`src/rtl/mf_qs_pkg.sv`:
```
package mf_qs_pkg;
  typedef struct packed {
    logic qsc;
    logic som;
  } irq_flags_t;

  localparam int unsigned ADDR_CTRL   = 0;
  localparam int unsigned ADDR_STAT   = 1;
  localparam int unsigned ADDR_MASK   = 2;
  localparam int unsigned ADDR_GLOB   = 3;
  localparam int unsigned ADDR_QRX    = 4;
  localparam int unsigned ADDR_S_BASE = 5;
endpackage

```
`src/rtl/mf_qs_timer.sv`:
```
module mf_qs_timer #(
  parameter int unsigned US_PER_FRAME  = 250,
  parameter int unsigned FRAMES_PER_MF = 20,
  parameter int unsigned SOM_DELAY_US  = 27,
  parameter int unsigned LATCH_LEAD_US = 3
) (
  input  logic clk_i,
  input  logic rst_ni,
  input  logic en_i,
  input  logic tick_i,
  input  logic frame_start_i,
  input  logic mf_start_i,
  output logic som_ev_o,
  output logic latch_ev_o
);
  localparam int unsigned US_W = (US_PER_FRAME > 1) ? $clog2(US_PER_FRAME) : 1;
  localparam int unsigned FR_W = (FRAMES_PER_MF > 1) ? $clog2(FRAMES_PER_MF) : 1;
  localparam logic [US_W-1:0] US_LAST  = US_W'(US_PER_FRAME - 1);
  localparam logic [FR_W-1:0] FR_LAST  = FR_W'(FRAMES_PER_MF - 1);
  localparam logic [US_W-1:0] SOM_AT   = US_W'(SOM_DELAY_US - 1);
  localparam logic [US_W-1:0] LATCH_AT = US_W'(US_PER_FRAME - LATCH_LEAD_US - 1);

  logic [US_W-1:0] us_q;
  logic [FR_W-1:0] fr_q;
  logic            locked_q;
  logic            strobe;

  assign strobe = frame_start_i | mf_start_i;

  always_ff @(posedge clk_i or negedge rst_ni) begin
    if (!rst_ni) begin
      us_q     <= '0;
      fr_q     <= '0;
      locked_q <= 1'b0;
    end else begin
      if (strobe)                        us_q <= '0;
      else if (tick_i && us_q != US_LAST) us_q <= us_q + 1'b1;

      if (mf_start_i)                            fr_q <= '0;
      else if (frame_start_i && fr_q != FR_LAST) fr_q <= fr_q + 1'b1;

      if (mf_start_i) locked_q <= 1'b1;
    end
  end

  // events fire on the tick that completes the target microsecond
  assign som_ev_o   = en_i && locked_q && !strobe && tick_i &&
                      fr_q == '0 && us_q == SOM_AT;
  assign latch_ev_o = en_i && locked_q && !strobe && tick_i &&
                      fr_q == FR_LAST && us_q == LATCH_AT;
endmodule

```
`src/rtl/mf_qs_irq.sv`:
```
module mf_qs_irq (
  input  logic                   clk_i,
  input  logic                   rst_ni,
  input  logic                   som_ev_i,
  input  logic                   qsc_ev_i,
  input  logic                   rd_clr_i,
  input  logic [1:0]             mask_i,
  output mf_qs_pkg::irq_flags_t  flags_o,
  output logic                   irq_o
);
  mf_qs_pkg::irq_flags_t flags_q;

  // event beats clear when both land in one cycle
  always_ff @(posedge clk_i or negedge rst_ni) begin
    if (!rst_ni) begin
      flags_q <= '0;
    end else begin
      if (som_ev_i)      flags_q.som <= 1'b1;
      else if (rd_clr_i) flags_q.som <= 1'b0;
      if (qsc_ev_i)      flags_q.qsc <= 1'b1;
      else if (rd_clr_i) flags_q.qsc <= 1'b0;
    end
  end

  assign flags_o = flags_q;
  assign irq_o   = |(flags_q & ~mask_i);
endmodule

```
`src/rtl/mf_qs_regs.sv`:
```
module mf_qs_regs #(
  parameter int unsigned ADDR_W = 4,
  parameter int unsigned DATA_W = 8,
  parameter int unsigned Q_W    = 4,
  parameter int unsigned S_W    = 4,
  parameter int unsigned NUM_S  = 5
) (
  input  logic                    clk_i,
  input  logic                    rst_ni,
  input  logic [ADDR_W-1:0]       addr_i,
  input  logic                    wr_i,
  input  logic                    rd_i,
  input  logic [DATA_W-1:0]       wdata_i,
  output logic [DATA_W-1:0]       rdata_o,
  input  logic                    som_ev_i,
  input  logic                    latch_ev_i,
  input  logic [Q_W-1:0]          q_rx_i,
  input  mf_qs_pkg::irq_flags_t   flags_i,
  input  logic                    irq_i,
  output logic                    en_o,
  output logic [1:0]              mask_o,
  output logic                    rd_clr_o,
  output logic                    qsc_ev_o,
  output logic [NUM_S*S_W-1:0]    s_tx_o
);
  import mf_qs_pkg::*;

  logic                 en_q;
  logic [1:0]           mask_q;
  logic [Q_W-1:0]       q_q;
  logic [S_W-1:0]       s_reg_q [NUM_S];
  logic [NUM_S*S_W-1:0] shadow_q;

  always_ff @(posedge clk_i or negedge rst_ni) begin
    if (!rst_ni) begin
      en_q   <= 1'b0;
      mask_q <= 2'b11;
      q_q    <= '0;
    end else begin
      if (wr_i && addr_i == ADDR_W'(ADDR_CTRL)) en_q   <= wdata_i[0];
      if (wr_i && addr_i == ADDR_W'(ADDR_MASK)) mask_q <= wdata_i[1:0];
      if (som_ev_i)                              q_q    <= q_rx_i;
    end
  end

  // latch reads the pre-write register value
  always_ff @(posedge clk_i or negedge rst_ni) begin
    if (!rst_ni) begin
      for (int k = 0; k < NUM_S; k++) s_reg_q[k] <= '0;
      shadow_q <= '0;
    end else begin
      for (int k = 0; k < NUM_S; k++) begin
        if (wr_i && addr_i == ADDR_W'(ADDR_S_BASE + k)) s_reg_q[k] <= wdata_i[S_W-1:0];
        if (!en_q)           shadow_q[k*S_W +: S_W] <= '0;
        else if (latch_ev_i) shadow_q[k*S_W +: S_W] <= s_reg_q[k];
      end
    end
  end

  always_comb begin
    rdata_o = '0;
    case (addr_i)
      ADDR_W'(ADDR_CTRL): rdata_o = DATA_W'(en_q);
      ADDR_W'(ADDR_STAT): rdata_o = DATA_W'(flags_i);
      ADDR_W'(ADDR_MASK): rdata_o = DATA_W'(mask_q);
      ADDR_W'(ADDR_GLOB): rdata_o = DATA_W'(irq_i);
      ADDR_W'(ADDR_QRX):  rdata_o = DATA_W'(q_q);
      default: begin
        for (int k = 0; k < NUM_S; k++)
          if (addr_i == ADDR_W'(ADDR_S_BASE + k)) rdata_o = DATA_W'(s_reg_q[k]);
      end
    endcase
  end

  assign en_o     = en_q;
  assign mask_o   = mask_q;
  assign rd_clr_o = rd_i && addr_i == ADDR_W'(ADDR_STAT);
  assign qsc_ev_o = som_ev_i && (q_rx_i != q_q);
  assign s_tx_o   = shadow_q;
endmodule

```
`src/rtl/mf_qs_ctrl.sv`:
```
module mf_qs_ctrl #(
  parameter int unsigned US_PER_FRAME  = 250,
  parameter int unsigned FRAMES_PER_MF = 20,
  parameter int unsigned SOM_DELAY_US  = 27,
  parameter int unsigned LATCH_LEAD_US = 3,
  parameter int unsigned Q_W           = 4,
  parameter int unsigned S_W           = 4,
  parameter int unsigned NUM_S         = 5,
  parameter int unsigned ADDR_W        = 4,
  parameter int unsigned DATA_W        = 8
) (
  input  logic                 clk_i,
  input  logic                 rst_ni,
  input  logic                 tick_us_i,
  input  logic                 frame_start_i,
  input  logic                 mf_start_i,
  input  logic [Q_W-1:0]       q_rx_i,
  input  logic [ADDR_W-1:0]    reg_addr_i,
  input  logic                 reg_wr_i,
  input  logic                 reg_rd_i,
  input  logic [DATA_W-1:0]    reg_wdata_i,
  output logic [DATA_W-1:0]    reg_rdata_o,
  output logic                 irq_o,
  output logic [NUM_S*S_W-1:0] s_tx_o
);
  logic                  en;
  logic [1:0]            mask;
  logic                  som_ev;
  logic                  latch_ev;
  logic                  qsc_ev;
  logic                  rd_clr;
  mf_qs_pkg::irq_flags_t flags;

  mf_qs_timer #(
    .US_PER_FRAME (US_PER_FRAME),
    .FRAMES_PER_MF(FRAMES_PER_MF),
    .SOM_DELAY_US (SOM_DELAY_US),
    .LATCH_LEAD_US(LATCH_LEAD_US)
  ) i_timer (
    .clk_i        (clk_i),
    .rst_ni       (rst_ni),
    .en_i         (en),
    .tick_i       (tick_us_i),
    .frame_start_i(frame_start_i),
    .mf_start_i   (mf_start_i),
    .som_ev_o     (som_ev),
    .latch_ev_o   (latch_ev)
  );

  mf_qs_regs #(
    .ADDR_W(ADDR_W),
    .DATA_W(DATA_W),
    .Q_W   (Q_W),
    .S_W   (S_W),
    .NUM_S (NUM_S)
  ) i_regs (
    .clk_i     (clk_i),
    .rst_ni    (rst_ni),
    .addr_i    (reg_addr_i),
    .wr_i      (reg_wr_i),
    .rd_i      (reg_rd_i),
    .wdata_i   (reg_wdata_i),
    .rdata_o   (reg_rdata_o),
    .som_ev_i  (som_ev),
    .latch_ev_i(latch_ev),
    .q_rx_i    (q_rx_i),
    .flags_i   (flags),
    .irq_i     (irq_o),
    .en_o      (en),
    .mask_o    (mask),
    .rd_clr_o  (rd_clr),
    .qsc_ev_o  (qsc_ev),
    .s_tx_o    (s_tx_o)
  );

  mf_qs_irq i_irq (
    .clk_i   (clk_i),
    .rst_ni  (rst_ni),
    .som_ev_i(som_ev),
    .qsc_ev_i(qsc_ev),
    .rd_clr_i(rd_clr),
    .mask_i  (mask),
    .flags_o (flags),
    .irq_o   (irq_o)
  );
endmodule

```
`config.mk`:
```
export PLATFORM = sky130hd
export DESIGN_NAME = mf_qs_ctrl
export DESIGN_NICKNAME = d
export VERILOG_FILES = /design/src/rtl/mf_qs_pkg.sv /design/src/rtl/mf_qs_timer.sv /design/src/rtl/mf_qs_irq.sv /design/src/rtl/mf_qs_regs.sv /design/src/rtl/mf_qs_ctrl.sv
export SDC_FILE = /design/constraint.sdc
export NUM_CORES = 1
export LEC_CHECK = 0
export BUFFER_PORTS_ARGS = -buffer_cell sky130_fd_sc_hd__buf_4
export CORE_MARGIN = 2
export CORE_UTILIZATION = 51
export DETAILED_ROUTE_END_ITERATION = 8
export PLACE_DENSITY_LB_ADDON = 0.2
export SYNTH_ARGS = -nofsm -noshare
export SYNTH_HDL_FRONTEND = slang
export SYNTH_SLANG_ARGS = --single-unit
```
`constraint.sdc`:
```
create_clock -name clk_i -period 1.86 [get_ports clk_i]
set_clock_uncertainty 0.05 [all_clocks]
set_input_delay 0.186 -clock clk_i [delete_from_list [all_inputs] [get_ports clk_i]]
set_output_delay 0.186 -clock clk_i [all_outputs]
set_load 0.005 [all_outputs]
```
[Word level (Yosys, flattened, before mapping)]
Cells that the tools add are included.
Word-level totals
  register bits: 63
  output and inout port bits: 29
  logic and storage cells: 84
Operators by class
  add/sub/neg operators: 2
  equality and inequality tests: 16
  muxes and demuxes: 23
  bitwise gates (word level): 3
  reduce and logical (&&, ||, !) cells: 26
Operators with widths (count)
  $mux W4: 15
  $pmux W8 S5: 1
  $logic_and A1 B1 Y1: 18
  $eq A4 B3 Y1 const B: 4
  $mux W8: 2
  $mux W5: 2
  $add A8 B1 Y8 const B: 1
  $eq A4 B2 Y1 const B: 2
  $eq A4 B4 Y1 const B: 2
  $eq A8 B5 Y1 const B: 1
  $eq A8 B8 Y1 const B: 1
  $ne A8 B8 Y1 const B: 1
  $reduce_bool A2 Y1: 4
  $add A5 B1 Y5 const B: 1
  $eq A5 B5 Y1 const B: 1
  $logic_not A5 Y1: 1
  $ne A5 B5 Y1 const B: 1
  $eq A4 B1 Y1 const B: 1
  $logic_not A4 Y1: 1
  $ne A4 B4 Y1: 1
  $mux W1: 3
  $and A2 B2 Y2: 1
  $ne A2 B1 Y1 const B: 1
  $not A2 Y2: 1
  3 further kinds: 3

[Logic depth before layout (Yosys ltp)]
  depth in word-level cells: 8
  depth in mapped cells: 7

[Modules after synthesis]
Synthesis repeated with hierarchy kept, for this count alone.
Second synthesis, totals
  cells, all modules: 287
  area total of the unflattened synthesis: 3280.6 µm²
Modules (own cells, without submodules)
  mf_qs_regs: times used 1, cells an instance 193, area each 2361.0 µm², seq. area each 1178.6 µm²
  mf_qs_timer: times used 1, cells an instance 86, area each 829.5 µm², seq. area each 350.3 µm²
  mf_qs_irq: times used 1, cells an instance 8, area each 90.1 µm², seq. area each 50.0 µm²

[Worst setup path before layout]
Ideal clock, no wire load.
  path kind: reg-to-reg
  start: reg i_timer.fr_q[0]
  end: reg i_regs.q_q[0]
  arrival: 1666 ps
  required time: 1685 ps
  path slack: 19 ps
  stages on the path, launching flop included: 7
  path through: dfrtp_1 -> inv_1 -> ha_1 -> or4b_1 -> nor4_1 -> nand2_1 -> mux2_2
On the way
  word-level cells in the longest chain between the ends: 3
Ends and longest elaborated chain
  from (decl): line mf_qs_timer.sv:24  | logic [FR_W-1:0] fr_q;
  from (signal assigned): line mf_qs_timer.sv:40  | else if (frame_start_i && fr_q != FR_LAST) fr_q <= fr_q + 1'b1;
  $logic_not A5 Y1: line mf_qs_timer.sv:48  | fr_q == '0 && us_q == SOM_AT;
  $logic_and A1 B1 Y1: line mf_qs_timer.sv:47  | assign som_ev_o = en_i && locked_q && !strobe && tick_i &&
  $logic_and A1 B1 Y1: line mf_qs_timer.sv:48
  to (signal assigned): line mf_qs_regs.sv:42  | if (som_ev_i) q_q <= q_rx_i;
  to (decl): line mf_qs_regs.sv:30  | logic [Q_W-1:0] q_q;
Every way passes these cells.
A chain may end at the register's enable or synchronous reset.

[Worst setup path in the final report]
  start: reg i_timer.fr_q[0]
  end: reg i_regs.q_q[3]
Same word-level chain as after synthesis.

==> impl_metrics.csv <==
group,metric,value,unit
run_status,status,"finished, violations left",
run_status,violations,"negative setup slack",
route,drt-total-wl,7.298,mm
critical_path,cp-start-kind,"register",
hold_path,min_path_type,"input pin to register",
sta,slew_headroom,46.74,%
final_layout,diodes,0,
sta,holdWs,0.04700,ns
floorplanning,num_io_pins,52,
synthesis,synth_edf_count,0,
synthesis,syn_area,0.003187,mm^2
critical_path,reg2reg_depth,7,
global_route,grt_max_degree,64,
synthesis,synthCells,294,
placed_design,dp_hpwl,4.755,mm
route,drc,0,
sta,fin_crit_sh,106.7,%
global_route,grt_pass1_vias,2408,
final_layout,instances_no_fill,444,
route,dr.pass1.iters,5,
hold_path,worstHoldStart,"q_rx_i[1]",
global_route,use_met2,33.28,%
critical_path,timing.rr.start,"i_timer.fr_q[0]",
critical_path,cp.required,2.03,ns
route,ant_nets,0,
synthesis,syn_avg_cell_area,10.84,um^2
global_route,grt_use_met3,7.455,%
floorplanning,die_area,0.006897,mm^2
synthesis,synth.distinct_cells,49,
final_layout,layout_common_cells,"buf_4, dfrtp_1, nand2_1",
floorplanning,rows,28,
job,maxCapViolations,0,
global_route,grt_busiest_layer,"met2",
power,peakVddDrop,0.0006996,V
synthesis,ys_seq_area_share,49.55,%
synthesis,synthArstFlopShare,100.0,%
route,drt_iter0_drc,115,
placed_design,port_buffers,43,
power,powerDensity,796.8,mW/mm^2
final_layout,final_common_cell,"buf_4",
power,p_leak,1.871,nW
cts,clkTransAtPathRegs,0.07,ns
sta,fmax,503.7,MHz
cts,cts_max_level,3,
floorplanning,coreArea,0.005991,mm^2
cts,cts.sinks,63,
synthesis,synthFlopType,"dfrtp_1",
route,wire_per_inst,16.44,um
sta,setup_violations,5,
placed_design,placed_area,0.003647,mm^2
final_layout,final_cell_area,0.004033,mm^2
cts,cts_buffer_depth,2,
critical_path,critical_path_class,"register to register",
cts,cts_tree,"done",
hold_path,hold_end,"i_regs.q_q[1]",
final_layout,syn_to_final_growth,26.54,%
hold_path,whs_path_depth,2,
global_route,grt_util_all_layers,20.71,%
placed_design,dp_cells,417,
floorplanning,die_y,83.05,um
sta,rsz0062_at_grt,"yes",
critical_path,arrival,2.15,ns
global_route,antenna_found_initial,0,
cts,cts-buffers-inserted,9,
global_route,overflow,0,
sta,final-hold-violation-count,0,
synthesis,synth-warning-count,0,
final_layout,drive_above_1_share,40.38,%
critical_path,end_kind,"register",
sta,min_period,1.986,ns
final_layout,fill_cells,478,
sta,tightest_slew,0.7990,ns
route,route.vias.total,2448,
sta,worst_slack,-0.1255,ns
synthesis,synth_seq_cells,63,
critical_path,crit-reg2reg-capture,"i_regs.q_q[3]",
critical_path,critPathMaxFanout,6,
cts,root_buffer,"clkbuf_8",
placed_design,gp_congestion,0.8378,
global_route,use_met1,26.23,%
cts,insertion_delay,0.33,ns
floorplanning,die_w,83.05,um
sta,drv_slew,0,
critical_path,rrSetupSlack,-0.13,ns
route,viasPerCell,5.514,
global_route,grt_pass1_wl,11.45,mm
floorplanning,start_util,53.20,%
final_layout,nNetsFinal,392,
[worst max-delay path: stages (launching register included)]
cell,delay (ns)
dfrtp_1,0.39
inv_2,0.06
ha_1,0.14
or4b_4,0.47
nor4_4,0.22
nand2_1,0.10
buf_6,0.14
mux2_4,0.29
[state kept, by name, summed over array words and instances (netlist names)]
signal,count
i_regs.s_reg_q,20
i_timer.fr_q,5
i_timer.us_q,8
i_regs.s_tx_o,20
i_regs.en_o,1
i_irq.flags_o,2
i_timer.locked_q,1
i_regs.q_q,4
i_regs.mask_o,2
[layer usage]
layer  vias up  share of wire, %
li1       1173                 -
met1      1193                44
met2        68                50
met3        14               4.6
met4         0               1.9
met5         -                 0
[report_power, final]
group	switching [mW]	internal (mW)
clock network	0.501	0.649
registers	0.105	1.50
logic	0.215	0.240
total	0.821	2.39
[cell type report]
type	instances	area, um^2	share of cell area (%)
inverters	8	30.03	0.7446
clock buffers	12	145.1	3.599
clock inverters	4	45.04	1.117
repair buffers	73	620.6	15.39
multi-input cells	209	1519	37.67
flip-flops and latches	63	1579	39.16
well taps	75	93.84	2.327
[cells in the mapped netlist, types with 2 or more instances]
library cell,instances,area (um^2)
ha_1,5,62.56
nand2b_1,2,12.51
o22ai_1,2,12.51
o21a_1,2,15.01
nor4_1,3,18.77
a32o_1,2,20.02
nor2b_1,4,25.02
inv_1,8,30.03
nand3_1,5,25.02
nand2_1,54,202.7
mux2i_1,4,40.04
o21ai_2,20,175.2
clkbuf_1,5,18.77
or2_2,2,12.51
buf_4,4,30.03
nor2_1,15,56.30
dfrtp_1,61,1526
nor3_1,3,15.01
a32oi_1,4,35.03
a21oi_1,5,25.02
xnor2_1,3,26.28
o21ai_0,4,20.02
nand4_1,7,43.79
and3_1,2,12.51
o221ai_1,2,17.52
mux2_2,29,326.6
dlygate4sd3_1,2,20.02
buf_6,4,45.04
dfstp_2,2,52.55
xor2_1,10,87.58
[cell families after synthesis]
| group | after synthesis | share of synthesized area [%] |
|---|---|---|
| simple gates | 104 | 15.63 |
| flops | 63 | 49.55 |
| compound gates | 49 | 12.17 |
| mux | 34 | 12.21 |
| buf+inv | 25 | 4.790 |
| xor+xnor | 13 | 3.573 |
| fa+ha+maj | 5 | 1.963 |
| other cells | 1 | 0.1177 |
[worst max path at each step]
stage	endpoint	depth (start not counted)	from	slack, ns
finish	i_regs.q_q[3]	7	i_timer.fr_q[0]	-0.13
global route	i_regs.q_q[3]	7	i_timer.fr_q[0]	-0.19
CTS	reg_rdata_o[0]	4	i_regs.mask_o[1]	-0.1
detailed placement	i_regs.q_q[3]	6	i_timer.fr_q[0]	-0.13
global placement	i_regs.q_q[1]	6	i_timer.fr_q[0]	-0.08
floorplan	i_regs.q_q[0]	6	i_timer.fr_q[0]	0.02
[metrics by stage]
| stage | total power [mW] | utilization [%] | setup TNS [ns] | setup WS (ns) |
|---|---|---|---|---|
| floorplan | 1.865 | - | 0 | 0.01882 |
| global placement | 2.040 | 60.88 | -0.3345 | -0.08484 |
| detailed placement | 2.057 | 60.88 | -0.4803 | -0.1286 |
| CTS | 3.224 | 65.08 | -0.1834 | -0.09905 |
| global route | 3.376 | 67.31 | -0.8890 | -0.1920 |
| finish | 3.213 | 67.31 | -0.5262 | -0.1255 |
[what timing repair did]
action | CTS | global route
pin swaps | 4 | 4
setup endpoints to repair | 5 | 21
gates resized for setup | 5 | 9
cloned | 0 | 4
hold buffers | 1 | 0
hold endpoints to repair | 61 | 0
buffers inserted | 4 | 2
Note: power is estimated with default switching activity, not from simulation.
